`config.mk`:
```
export PLATFORM = sky130hd
export DESIGN_NAME = core_cycle_ctrl
export DESIGN_NICKNAME = d
export VERILOG_FILES = /design/src/rtl/core_cycle_pkg.sv /design/src/rtl/ccc_phase_seq.sv /design/src/rtl/ccc_strobe_dec.sv /design/src/rtl/ccc_sense_cap.sv /design/src/rtl/core_cycle_ctrl.sv
export SDC_FILE = /design/constraint.sdc
export NUM_CORES = 1
export LEC_CHECK = 0
export ABC_CLOCK_PERIOD_IN_PS = 1400
export BUFFER_PORTS_ARGS = -buffer_cell sky130_fd_sc_hd__buf_2
export CAP_MARGIN = 40
export CORE_MARGIN = 5
export CORE_UTILIZATION = 47
export CTS_CLUSTER_SIZE = 25
export DETAILED_ROUTE_END_ITERATION = 10
export GPL_TIMING_DRIVEN = 0
export PLACE_DENSITY = 0.77
export REMOVE_ABC_BUFFERS = 1
export SETUP_SLACK_MARGIN = 0.1
export SYNTH_ARGS = -nofsm -noshare
export SYNTH_HDL_FRONTEND = slang
export SYNTH_SLANG_ARGS = --single-unit
```
`constraint.sdc`:
```
create_clock -name clk -period 1.4 [get_ports clk]
set_input_delay 0.14 -clock clk [delete_from_list [all_inputs] [get_ports clk]]
set_output_delay 0.14 -clock clk [all_outputs]
set_load 0.02 [all_outputs]
```
`src/rtl/core_cycle_pkg.sv`:
```
package core_cycle_pkg;

    typedef enum logic [2:0] {
        PH_IDLE  = 3'd0,
        PH_READ  = 3'd1,
        PH_SENSE = 3'd2,
        PH_WRITE = 3'd3,
        PH_RECOV = 3'd4
    } phase_e;

    typedef struct packed {
        logic read_drive;
        logic sense_strobe;
        logic write_drive;
        logic write_inhibit;
    } strobe_t;

    typedef struct packed {
        logic restore;
        logic data;
    } cyc_cfg_t;

    function automatic int max4(input int a, input int b, input int c, input int d);
        int m;
        m = a;
        if (b > m) m = b;
        if (c > m) m = c;
        if (d > m) m = d;
        return m;
    endfunction

endpackage

```
`src/rtl/ccc_phase_seq.sv`:
```
module ccc_phase_seq
    import core_cycle_pkg::*;
#(
    parameter int READ_LEN  = 3,
    parameter int SENSE_LEN = 2,
    parameter int WRITE_LEN = 3,
    parameter int RECOV_LEN = 2
) (
    input  logic     clk,
    input  logic     rst,
    input  logic     req,
    input  cyc_cfg_t cfg_in,
    output phase_e   phase,
    output logic     phase_last,
    output logic     busy,
    output cyc_cfg_t cfg_hold
);
    localparam int MAXLEN = max4(READ_LEN, SENSE_LEN, WRITE_LEN, RECOV_LEN);
    localparam int CW     = $clog2(MAXLEN + 1);
    localparam logic [CW-1:0] R_M1 = CW'(READ_LEN - 1);
    localparam logic [CW-1:0] S_M1 = CW'(SENSE_LEN - 1);
    localparam logic [CW-1:0] W_M1 = CW'(WRITE_LEN - 1);
    localparam logic [CW-1:0] V_M1 = CW'(RECOV_LEN - 1);

    phase_e        phase_q;
    logic [CW-1:0] cnt_q;
    logic [CW-1:0] len_m1;
    logic          run_ff;
    logic          recov_ff;
    logic          recov_end;
    logic          start;

    always_comb begin
        case (phase_q)
            PH_READ:  len_m1 = R_M1;
            PH_SENSE: len_m1 = S_M1;
            PH_WRITE: len_m1 = W_M1;
            PH_RECOV: len_m1 = V_M1;
            default:  len_m1 = '0;
        endcase
    end

    assign phase_last = (phase_q != PH_IDLE) && (cnt_q == len_m1);
    assign busy       = run_ff | recov_ff;
    assign recov_end  = recov_ff && phase_last;
    assign start      = req && (!busy || recov_end);
    assign phase      = phase_q;

    always_ff @(posedge clk) begin
        if (rst) begin
            phase_q  <= PH_IDLE;
            cnt_q    <= '0;
            run_ff   <= 1'b0;
            recov_ff <= 1'b0;
            cfg_hold <= '0;
        end else if (start) begin
            phase_q  <= PH_READ;
            cnt_q    <= '0;
            run_ff   <= 1'b1;
            recov_ff <= 1'b0;
            cfg_hold <= cfg_in;
        end else if (busy) begin
            if (phase_last) begin
                cnt_q <= '0;
                case (phase_q)
                    PH_READ:  phase_q <= PH_SENSE;
                    PH_SENSE: phase_q <= PH_WRITE;
                    PH_WRITE: begin
                        phase_q  <= PH_RECOV;
                        run_ff   <= 1'b0;
                        recov_ff <= 1'b1;
                    end
                    default: begin
                        phase_q  <= PH_IDLE;
                        run_ff   <= 1'b0;
                        recov_ff <= 1'b0;
                    end
                endcase
            end else begin
                cnt_q <= cnt_q + 1'b1;
            end
        end
    end

endmodule

```
`src/rtl/ccc_strobe_dec.sv`:
```
module ccc_strobe_dec
    import core_cycle_pkg::*;
(
    input  phase_e   phase,
    input  cyc_cfg_t cfg,
    output strobe_t  strb
);
    always_comb begin
        strb = '0;
        case (phase)
            PH_READ:  strb.read_drive = 1'b1;
            PH_SENSE: strb.sense_strobe = cfg.restore;
            PH_WRITE: begin
                strb.write_drive   = cfg.data;
                strb.write_inhibit = !cfg.data;
            end
            default: strb = '0;
        endcase
    end
endmodule

```
`src/rtl/ccc_sense_cap.sv`:
```
module ccc_sense_cap (
    input  logic clk,
    input  logic rst,
    input  logic capture,
    input  logic sense_in,
    output logic data_out,
    output logic data_valid
);
    always_ff @(posedge clk) begin
        if (rst) begin
            data_out   <= 1'b0;
            data_valid <= 1'b0;
        end else begin
            data_valid <= capture;
            if (capture) data_out <= sense_in;
        end
    end
endmodule

```
`src/rtl/core_cycle_ctrl.sv`:
```
module core_cycle_ctrl
    import core_cycle_pkg::*;
#(
    parameter int READ_LEN  = 3,
    parameter int SENSE_LEN = 2,
    parameter int WRITE_LEN = 3,
    parameter int RECOV_LEN = 2
) (
    input  logic clk,
    input  logic rst,
    input  logic mclk_pulse,
    input  logic cycle_en,
    input  logic mode_rr,
    input  logic data_in,
    input  logic sense_in,
    output logic read_drive,
    output logic sense_strobe,
    output logic write_drive,
    output logic write_inhibit,
    output logic busy,
    output logic data_valid,
    output logic data_out
);
    phase_e   phase;
    logic     phase_last;
    logic     req_w;
    logic     cap_w;
    cyc_cfg_t cfg_in;
    cyc_cfg_t cfg_q;
    strobe_t  strb;

    assign req_w          = mclk_pulse & cycle_en;
    assign cfg_in.restore = mode_rr;
    assign cfg_in.data    = data_in;

    ccc_phase_seq #(
        .READ_LEN (READ_LEN),
        .SENSE_LEN(SENSE_LEN),
        .WRITE_LEN(WRITE_LEN),
        .RECOV_LEN(RECOV_LEN)
    ) u_seq (
        .clk       (clk),
        .rst       (rst),
        .req       (req_w),
        .cfg_in    (cfg_in),
        .phase     (phase),
        .phase_last(phase_last),
        .busy      (busy),
        .cfg_hold  (cfg_q)
    );

    ccc_strobe_dec u_dec (
        .phase(phase),
        .cfg  (cfg_q),
        .strb (strb)
    );

    assign cap_w = (phase == PH_SENSE) && phase_last && cfg_q.restore;

    ccc_sense_cap u_cap (
        .clk       (clk),
        .rst       (rst),
        .capture   (cap_w),
        .sense_in  (sense_in),
        .data_out  (data_out),
        .data_valid(data_valid)
    );

    assign read_drive    = strb.read_drive;
    assign sense_strobe  = strb.sense_strobe;
    assign write_drive   = strb.write_drive;
    assign write_inhibit = strb.write_inhibit;

endmodule

```
==> results.md, run 1 <==
* Routed WL at 1990 um
* Total CTS buffers at 3
* Post-DRT Antenna Nets at 0
* Power Density at about 730 nW/um2
* Die W at ~49 um
* RSZ-0062 raised after global routing: true
* Worst hold path type: primary input to flip-flop
* Status: finished clean
* Startpoint types: flip-flop
* Die area at 2400 um2
* Mapped cell area at between 700 and 800 um2
* Initial Utilization at 0.486
* Critical-path cell list: buf_6 > and2b_2 > a32oi_2 > o211ai_1 > a211oi_2
* Clk buf depth at 2
* Synthesis-to-layout area growth at 38.5%
* Core Util, Final at 0.673
* Sw Share at 0.303
* Synth Instances at 83
* CTS tree: done
* Worst EP required at approximately 1.6 ns
* Worst setup EP type: flip-flop
* Yosys reg bits at 11
* Clock power frac at 0.306
* Final GP Congestion at approximately 0.83
* Setup violators final at 0
* H-Tree Depth at 1
* Tot Pwr at 0.721 mW
* Comb pwr share at 0.225
* Clock sinks at 11
* LEAKAGE at 0.401 nW
* Largest area contributor in the netlist: dfxtp_1
* Buffers on Ports at 13
* Worst Hold Depth at 3
* Worst Reg-to-Reg Cells at 5
* Peak VDD IR at 0.000584 V
* Vias/cell at around 6.0
* Reg clk slew, reported paths at 0.07 ns
* CTS Hold Buffers Added at 0
* Vias at approximately 740
* CP max stage cell: dfxtp_4
* ANT cells at 0
* Largest stage delay on the critical path at approximately 0.36 ns
* Final std cells w/o fill at 123
* First-pass GRT wire length at 3040 um
* GRT Total Usage at 0.157
* DRT Pass-1 Iters at 5
* Layout cell share with drive strength beyond 1 at 0.514
* Top-area cell type share of the netlist area at 0.308
* NumNets Final at 115
* Max Slew Vio Count at 0
* Post-Syn Area per Cell at 8.61 um2
* Worst R2R Setup Slack at 0.002 ns
* DRC violations left at 0
* Hold Worst Slack at around 0.10 ns
* Tcrit/Tclk final at 0.999
* Number of global-route vias before repair at ~660
* Pin count of the biggest net entering global routing at 14
* Top post-synthesis cells by area: dfxtp_1 (31%), mux2i_1 (4.2%), o21ai_0 (4.2%)
* WL per Instance at 16.2 um
* Die height at 49.0 um
* NetSw at 0.218 mW
* Area of the core at 1470 um2
* Sequential fraction of the synthesis area at 0.308
* Root buf cell: clkbuf_4
* Min cycle time layout at 1.40 ns
* Worst-path fanout max at 4
* Post-placement cell count at 105
* # Max-Cap Violations at 0
* Storage cell area at 240 um2
* Worst-Skew Late Latency at 0.28 ns
* Max Clock Freq at 0.715 GHz
* Fin Setup TNS at 0 ns
* Global route overflow at 0
* Antenna violations before repair at 0
* DR iter-0 viols at 31
* Top-level I/O count at 14
* Fin. Hold Viols at 0
* Instance count on the critical path at 5
* FILL cells at 120
* Sequential power share at 0.469
* CP bufs+invs at 1
* Crit path kind: flip-flop to flip-flop
* Post-synth cell types at 38
* CP top delay family: compound AO/OA/AOI/OAI gates
* Actual slew at the worst max-slew pin at a little under 0.4 ns
* Yosys warnings at 0
* Std-Cell Rows at 14
* Multi-input logic area at 490 um2
* Max_slew headroom at 0.736
* P_int at 0.503 mW
* Post-DP HPWL at 1050 um
* Setup Skew at roughly 0.0042 ns
* Arrival time at the worst endpoint at between 1.5 and 2 ns
[Yosys cell counts]
library cell and n:
dfxtp_1 11, o21ai_0 6, nor2_1 5, nor3_1 5, a21oi_1 4, inv_1 4
nand2b_1 4, o211ai_1 4, mux2i_1 3, nand2_1 3, a211oi_1 2, and2b_1 2
buf_2 2, buf_6 2, nand3b_1 2, o21bai_1 2, a211oi_2 1, a21o_1 1
a221oi_1 1, a31o_2 1, a31oi_1 1, a31oi_4 1, a32oi_1 1, and3_2 1
and4bb_2 1, buf_4 1, clkbuf_1 1, clkbuf_2 1, nand4bb_1 1, nor2b_1 1
nor3b_2 1, nor4_1 1, o21ai_2 1, o21ba_2 1, o32a_1 1, or2_1 1
or3_1 1, xor2_1 1
[sequential cells by signal (all words and copies together), names as in the netlist]
name,cells
u_seq.phase,3
u_seq.cfg_hold,2
u_seq.cnt_q,2
u_cap.data_out,1
u_cap.data_valid,1
u_seq.recov_ff,1
u_seq.run_ff,1
[cells by family after synthesis]
logic type                count (synthesis)  synth area share
and+or+nand+nor                          29             0.250
muxes                                     3            0.0420
DFF                                      11             0.308
xor gates and xnor gates                  1            0.0123
AOI/OAI and AO/OA                        28             0.298
buffers and inverters                    11            0.0893
[path summary, 6_finish.rpt]
kind | start | end
max | u_seq.phase[2] | u_seq.recov_ff
min | sense_in | u_cap.data_out
max reg2reg | u_seq.phase[2] | u_seq.recov_ff
min reg2reg | u_seq.cfg_hold[1] | u_seq.cfg_hold[1]
[per-stage QoR]
step	instance area, um2	setup slack, ns
global placement	751	-0.141
finish	990	0.00197
CTS	897	-0.0201
detailed placement	751	-0.188
floorplan	666	-0.0875
global route	990	-0.0908
[cells in the final DEF (no fill, tap or decap), types with 3 or more instances in the layout]
| cell type | Yosys | layout |
|---|---|---|
| clkbuf_4 | 0 | 3 |
| nand2_1 | 3 | 3 |
| nand2b_1 | 4 | 4 |
| buf_4 | 1 | 12 |
| dfxtp_1 | 11 | 5 |
| o211ai_1 | 4 | 4 |
| mux2i_1 | 3 | 3 |
| o21ai_0 | 6 | 5 |
| inv_1 | 4 | 3 |
| dfxtp_4 | 0 | 5 |
| nor3_1 | 5 | 3 |
| buf_2 | 2 | 10 |
| nor2_1 | 5 | 4 |
| buf_6 | 2 | 5 |
[per-layer routing]
layer / track usage / vias up / routed length (um)
li1: - / 353 / -
met1: 0.186 / 356 / 777
met2: 0.265 / 30 / 1080
met3: 0.0550 / 2 / 135
met4: 0.0448 / 0 / 3
met5: 0 / - / 0
[cell type report]
type | instances | area share
inverter | 4 | 0.0152
clock inverter | 1 | 0.00506
multi-input combinational | 61 | 0.496
clock buffer | 3 | 0.0228
sequential | 11 | 0.243
tap | 16 | 0.0202
timing repair buffer | 27 | 0.198
[tightest hold or removal path, delay by kind of cell]
kind,cells,cell delay [ns]
mux,1,0.05
buf+inv,1,0.07
simple gates,1,0.08
[power groups by stage]
stage / Clock, mW / Combinational, mW / Sequential, mW
after floorplan: 0 / 0.0746 / 0.346
after global placement: 0 / 0.103 / 0.351
after detailed placement: 0 / 0.105 / 0.352
after CTS: 0.227 / 0.136 / 0.339
after global routing: 0.256 / 0.175 / 0.340
final: 0.220 / 0.162 / 0.338
[repair_timing]
action                     in CTS  in global routing
gates cloned                    0                  0
buffers inserted                7                  7
setup endpoints to repair      14                 14
pin swaps                      10                  7
gates resized for setup        22                 12
Power figures use the tool's default switching activity.
==> run 2, diff against run 1 <==
--- a/config.mk
+++ b/config.mk
@@ -13,9 +13,11 @@
 export CTS_CLUSTER_SIZE = 25
 export DETAILED_ROUTE_END_ITERATION = 10
 export GPL_TIMING_DRIVEN = 0
+export HOLD_SLACK_MARGIN = 0.12
 export PLACE_DENSITY = 0.77
 export REMOVE_ABC_BUFFERS = 1
 export SETUP_SLACK_MARGIN = 0.1
+export SKIP_LAST_GASP = 1
 export SYNTH_ARGS = -nofsm -noshare
 export SYNTH_HDL_FRONTEND = slang
 export SYNTH_SLANG_ARGS = --single-unit
==> results.md, run 2 (synthesis results as in run 1) <==
* Status: finished with violations (was finished clean)
* Violated checks: setup timing
* Max Clock Freq at 0.702 GHz (was 0.715 GHz)
* Max Slew Vio Count at 0 (unchanged)
* Power Density at 719 nW/um2 (was 729 nW/um2)
* Layout cell share with drive strength beyond 1 at 0.482 (was 0.514)
* Top-level I/O count at 14 (unchanged)
* Die area at 2400 um2 (unchanged)
* Initial Utilization at 0.486 (unchanged)
* Peak VDD IR at 0.000607 V (was 0.000584 V)
* Die height at 49.0 um (unchanged)
* Commonest non-fill, non-tap cell in the layout: buf_4 (unchanged)
* Core Util, Final at 0.689 (was 0.673)
* Synthesis-to-layout area growth at 41.9% (was 38.5%)
* Tot Pwr at 0.729 mW (was 0.721 mW)
* DRC violations left at 0 (unchanged)
* Worst Hold Depth at 3 (unchanged)
* Tcrit/Tclk final at 1.02 (was 0.999)
* Std-Cell Rows at 14 (unchanged)
* DR iter-0 viols at 29 (was 31)
* Uppermost layer routed: met4 (unchanged)
* Global route overflow at 0 (unchanged)
* Root buf cell: clkbuf_4 (unchanged)
* Clk buf depth at 2 (unchanged)
* ANT cells at 0 (unchanged)
* Post-DP HPWL at 1050 um (unchanged)
* CP max stage cell: dfxtp_4 (unchanged)
* Setup Skew at 0.00338 ns (was 0.00419 ns)
* Post-placement cell count at 105 (unchanged)
* Worst-path fanout max at 8 (was 4)
* Final GP Congestion at 0.828 (unchanged)
* Antenna violations before repair at 0 (unchanged)
* Crit path kind: flip-flop to flip-flop (unchanged)
* Startpoint types: flip-flop (unchanged)
* Routed WL at 2180 um (was 1990 um)
* RSZ-0062 raised after global routing: true (unchanged)
* Post-route setup slack at -0.0244 ns (was 0.00197 ns)
* Min cycle time layout at 1.42 ns (was 1.40 ns)
* Largest stage delay on the critical path at 0.38 ns (was 0.36 ns)
* Worst hold path type: primary input to flip-flop (unchanged)
* Post-DRT Antenna Nets at 0 (unchanged)
* GRT Total Usage at 0.160 (was 0.157)
* Max reg flops at 3 (unchanged)
* Buffers on Ports at 13 (unchanged)
* First-pass GRT wire length at 3090 um (was 3040 um)
* # Max-Cap Violations at 0 (unchanged)
* LEAKAGE at 0.415 nW (was 0.401 nW)
* Vias/cell at 6.13 (was 6.02)
* Worst Reg-to-Reg Cells at 5 (unchanged)
* Metal-1 WL at 812 um (was 777 um)
* Pin count of the biggest net entering global routing at 14 (unchanged)
* Arrival time at the worst endpoint at 1.61 ns (was 1.59 ns)
* Met2 routed WL at 1140 um (was 1080 um)
* WL per Instance at 17.3 um (was 16.2 um)
* Worst EP required at 1.59 ns (about the same)
* Max_slew headroom at 0.724 (was 0.736)
* Area of the core at 1470 um2 (unchanged)
* Worst-Skew Late Latency at 0.27 ns (was 0.28 ns)
* CTS tree: done (unchanged)
* Setup violators final at 1 (was 0)
* Clock sinks at 11 (unchanged)
* Most frequent cells in the layout: buf_4 (12), buf_2 (11) (was buf_4 (12), buf_2 (10))
* Critical-path cell list: and2b_2 > buf_6 > a221oi_2 > o21ai_1 > nor3_1 (was buf_6 > and2b_2 > a32oi_2 > o211ai_1 > a211oi_2)
* Die W at 49.0 um (unchanged)
* Final std cells w/o fill at 126 (was 123)
* Hold Worst Slack at 0.131 ns (was 0.101 ns)
* Met3 wire length at 145 um (was 135 um)
* Number of global-route vias before repair at 692 (was 662)
* Total CTS buffers at 3 (unchanged)
* Worst setup EP type: flip-flop (unchanged)
* NumNets Final at 118 (was 115)
* Actual slew at the worst max-slew pin at 0.413 ns (was 0.395 ns)
* DRT Pass-1 Iters at 4 (was 5)
* Fin. Hold Viols at 0 (unchanged)
* Reg clk slew, reported paths at 0.07 ns (about the same)
* H-Tree Depth at 1 (unchanged)
* Vias at 772 (was 741)
run 2: cell count changes in the layout (fill, tap and decap cells not counted), sizes merged:
cell,before,now
buf,27,28
dlygate4sd3,0,2
run 2: worst paths after layout:
check	from	endpoint	slack, ns
worst max-delay path	u_seq.phase[0]	u_seq.cnt_q[0]	-0.02
worst min-delay path	data_in	u_seq.cfg_hold[0]	0.13
worst max register to register	u_seq.phase[0]	u_seq.cnt_q[0]	-0.02
worst min register to register	u_seq.cfg_hold[1]	u_seq.cfg_hold[1]	0.49
run 2: routing by layer:
metal	up-vias	track usage
met5	-	0
met4	0	0.0583
met3	11	0.0612
met2	41	0.263
met1	361	0.187
li1	359	-
run 2: area by class of cell:
cell class                      count  area [um2]
Fill cell                         120         458
Clock inverter                      1        5.00
Clock buffer                        3        22.5
Tap cell                           16        20.0
Multi-Input combinational cell     61         489
Timing Repair Buffer               30         221
Sequential cell                    11         240
Inverter                            4        15.0
run 2: where the power goes:
group          switching [mW]  internal, mW  leakage, nW
registers              0.0201         0.319       0.0937
clock network           0.114         0.106       0.0177
logic                  0.0883        0.0812        0.303
total                   0.222         0.506        0.415
run 2: through the flow:
stage                     cell area [um2]  setup TNS (ns)  setup WS (ns)
after floorplan                       666         -0.0875        -0.0875
after global placement                751          -0.645         -0.141
after CTS                             912         -0.0378        -0.0201
final                                1010         -0.0244        -0.0244
after detailed placement              751          -0.921         -0.188
after global routing                 1010          -0.499        -0.0987
run 2: worst max-delay path, delay by kind of cell, from the launching register on:
family	cells	cell delay [ns]
and+or+nand+nor	2	0.46
DFF	1	0.38
AOI/OAI and AO/OA	2	0.37
buffers and inverters	1	0.13
run 2: what timing repair did:
item,4_1_cts,5_1_grt
endpoints found under the hold margin,2,0
buffers inserted,7,8
resized for setup,21,10
hold buffers,2,0
setup endpoints to repair,14,14
pin swaps,10,6
==> run 3, diff against run 2 <==
--- a/config.mk
+++ b/config.mk
@@ -6,7 +6,7 @@
 export NUM_CORES = 1
 export LEC_CHECK = 0
 export ABC_CLOCK_PERIOD_IN_PS = 1400
-export BUFFER_PORTS_ARGS = -buffer_cell sky130_fd_sc_hd__buf_2
+export BUFFER_PORTS_ARGS = -buffer_cell sky130_fd_sc_hd__buf_4
 export CAP_MARGIN = 40
 export CORE_MARGIN = 5
 export CORE_UTILIZATION = 47
==> results.md, run 3 (synthesis results as in run 1) <==
* Post-placement cell count at 105 (unchanged)
* Startpoint types: flip-flop (unchanged)
* Area of the core at 1470 um2 (unchanged)
* Post-route setup slack at -0.0363 ns (was -0.0244 ns)
* Sw Share at 0.301 (was 0.305)
* Vias at 744 (was 772)
* Root buf cell: clkbuf_4 (unchanged)
* Reg-to-Reg Start: u_seq.phase[0] (unchanged)
* Status: finished with violations (unchanged)
* Largest stage delay on the critical path at 0.38 ns (about the same)
* Vias/cell at 5.72 (was 6.13)
* Setup violators final at 5 (was 1)
* Violated checks: setup timing (unchanged)
* Worst setup EP type: flip-flop (unchanged)
* Die area at 2400 um2 (unchanged)
* Synthesis-to-layout area growth at 51.3% (was 41.9%)
* Total CTS buffers at 3 (unchanged)
* Pin count of the biggest net entering global routing at 16 (was 14)
* CTS tree: done (unchanged)
* NumNets Final at 122 (was 118)
* Top-level I/O count at 14 (unchanged)
* Gr busiest metal: met2 (unchanged)
* Multi-input logic area at 497 um2 (was 489 um2)
* Post-DP HPWL at 1020 um (was 1050 um)
* Met1 usage at 0.174 (was 0.187)
* Clock sinks at 11 (unchanged)
* Max_slew headroom at 0.754 (was 0.724)
* Actual slew at the worst max-slew pin at 0.369 ns (was 0.413 ns)
* Final GP Congestion at 0.836 (was 0.828)
* H-Tree Depth at 1 (unchanged)
* Tcrit/Tclk final at 1.03 (was 1.02)
* Worst-Skew Late Latency at 0.28 ns (was 0.27 ns)
* GRT Total Usage at 0.155 (was 0.160)
* Worst Reg-to-Reg Cells at 5 (unchanged)
* Peak VDD IR at 0.000764 V (was 0.000607 V)
* Power Density at 693 nW/um2 (was 719 nW/um2)
* CP max stage cell: dfxtp_4 (unchanged)
* Worst hold path type: primary input to flip-flop (unchanged)
* Clk buf depth at 2 (unchanged)
* RSZ-0062 raised after global routing: true (unchanged)
* DRC violations left at 0 (unchanged)
* Layout cell share with drive strength beyond 1 at 0.518 (was 0.482)
* Worst Hold Depth at 3 (unchanged)
* Buffers on Ports at 13 (unchanged)
* Std-Cell Rows at 14 (unchanged)
* FILL cells at 106 (was 120)
* Pre-CTS WS at -0.167 ns (was -0.188 ns)
* DRT Pass-1 Iters at 4 (unchanged)
* Critical-path cell list: nand4bb_1 > a21o_1 > a31oi_4 > buf_4 > nor3_2 (was and2b_2 > buf_6 > a221oi_2 > o21ai_1 > nor3_1)
* Sequential power share at 0.453 (was 0.466)
* Min cycle time layout at 1.44 ns (was 1.42 ns)
* Max Clock Freq at 0.696 GHz (was 0.702 GHz)
* Worst-path fanout max at 6 (was 8)
* Die W at 49.0 um (unchanged)
* Reg2reg end: u_seq.cnt_q[1] (was u_seq.cnt_q[0])
* Comb pwr share at 0.253 (was 0.233)
* Initial Utilization at 0.486 (unchanged)
* Max Slew Vio Count at 0 (unchanged)
* Number of global-route vias before repair at 674 (was 692)
* Global route overflow at 0 (unchanged)
* Core Util, Final at 0.735 (was 0.689)
* First-pass GRT wire length at 2930 um (was 3090 um)
* Storage cell area at 240 um2 (unchanged)
* Dpl cell area at 783 um2 (was 751 um2)
* Post-DRT Antenna Nets at 0 (unchanged)
* GRT met3 Usage at 0.0673 (was 0.0612)
* Worst EP required at 1.57 ns (was 1.59 ns)
* Setup Skew at 0.00370 ns (was 0.00338 ns)
* Finished Cell Area at 1080 um2 (was 1010 um2)
* Worst R2R Setup Slack at -0.04 ns (was -0.02 ns)
* Clock power frac at 0.294 (was 0.302)
* # Max-Cap Violations at 0 (unchanged)
* Hold EP: u_seq.cfg_hold[0] (unchanged)
* Tot Pwr at 0.750 mW (was 0.729 mW)
* WL per Instance at 16.1 um (was 17.3 um)
* Max reg flops at 3 (unchanged)
* Routed WL at 2090 um (was 2180 um)
* Commonest non-fill, non-tap cell in the layout: buf_4 (unchanged)
* Most frequent cells in the layout: buf_4 (26), buf_6 (5), dfxtp_1 (5), dfxtp_4 (5) (was buf_4 (12), buf_2 (11))
* Reg clk slew, reported paths at 0.07 ns (about the same)
* Met2 usage at 0.254 (was 0.263)
* Crit path kind: flip-flop to flip-flop (unchanged)
* Final std cells w/o fill at 130 (was 126)
* LEAKAGE at 0.435 nW (was 0.415 nW)
* ANT cells at 0 (unchanged)
* Hold Crit Start: data_in (unchanged)
* NetSw at 0.226 mW (was 0.222 mW)
* Fin. Hold Viols at 0 (unchanged)
* P_int at 0.524 mW (was 0.506 mW)
* DR iter-0 viols at 10 (was 29)
* Die height at 49.0 um (unchanged)
* Antenna violations before repair at 0 (unchanged)
* Arrival time at the worst endpoint at 1.60 ns (was 1.61 ns)
## run 3: what timing repair did
item                                    CTS  global route
setup buffers                             8            10
gates resized for setup                  17            17
endpoints found under the hold margin    10             0
hold buffers                              3             0
pin swaps                                 4             4
endpoints found under the setup margin   14            15
## run 3: layout make-up
class                      count  share of cell area
clock buffer                   3              0.0208
sequential                    11               0.222
timing repair buffer          34               0.260
inverter                       4              0.0139
clock inverter                 1             0.00463
tap                           16              0.0185
multi-input combinational     61               0.459
## run 3: power by group through the flow
stage / Combinational [mW] / Sequential [mW] / Clock [mW]
CTS: 0.138 / 0.341 / 0.231
detailed placement: 0.112 / 0.352 / 0
global placement: 0.111 / 0.351 / 0
finish: 0.190 / 0.340 / 0.220
global route: 0.202 / 0.341 / 0.248
floorplan: 0.0746 / 0.346 / 0
## run 3: stage by stage
| stage | hold WS [ns] | TNS [ns] |
|---|---|---|
| after global routing | 0.144 | -0.620 |
| after CTS | 0.135 | 0 |
| after floorplan | 0.209 | -0.0875 |
| after global placement | 0.379 | -0.688 |
| final | 0.137 | -0.112 |
| after detailed placement | 0.407 | -0.749 |
## run 3: layer usage
layer / wire (um) / part of all wire / vias up
met5: 0 / 0 / -
li1: - / - / 366
met2: 1070 / 0.51 / 24
met4: 11 / 0.0053 / 0
met3: 117 / 0.056 / 2
met1: 889 / 0.43 / 352
## run 3: critical path, delay by kind of cell (launching register included)
kind	cells	cell delay [ns]
buffers and inverters	1	0.18
AOI/OAI and AO/OA	2	0.54
and+or+nand+nor	2	0.23
DFF	1	0.38
## run 3: worst max-delay path by stage
stage                              start  slack, ns                 to  depth (start not counted)
final                     u_seq.phase[0]      -0.04     u_seq.cnt_q[1]                          5
after global routing      u_seq.phase[0]      -0.10  u_seq.cfg_hold[0]                          5
after CTS                 u_seq.phase[0]    0.00005     u_seq.recov_ff                          5
after detailed placement  u_seq.cnt_q[0]      -0.17  u_seq.cfg_hold[0]                          4
after global placement    u_seq.cnt_q[0]      -0.15  u_seq.cfg_hold[0]                          4
after floorplan           u_seq.phase[1]      -0.09      write_inhibit                          2
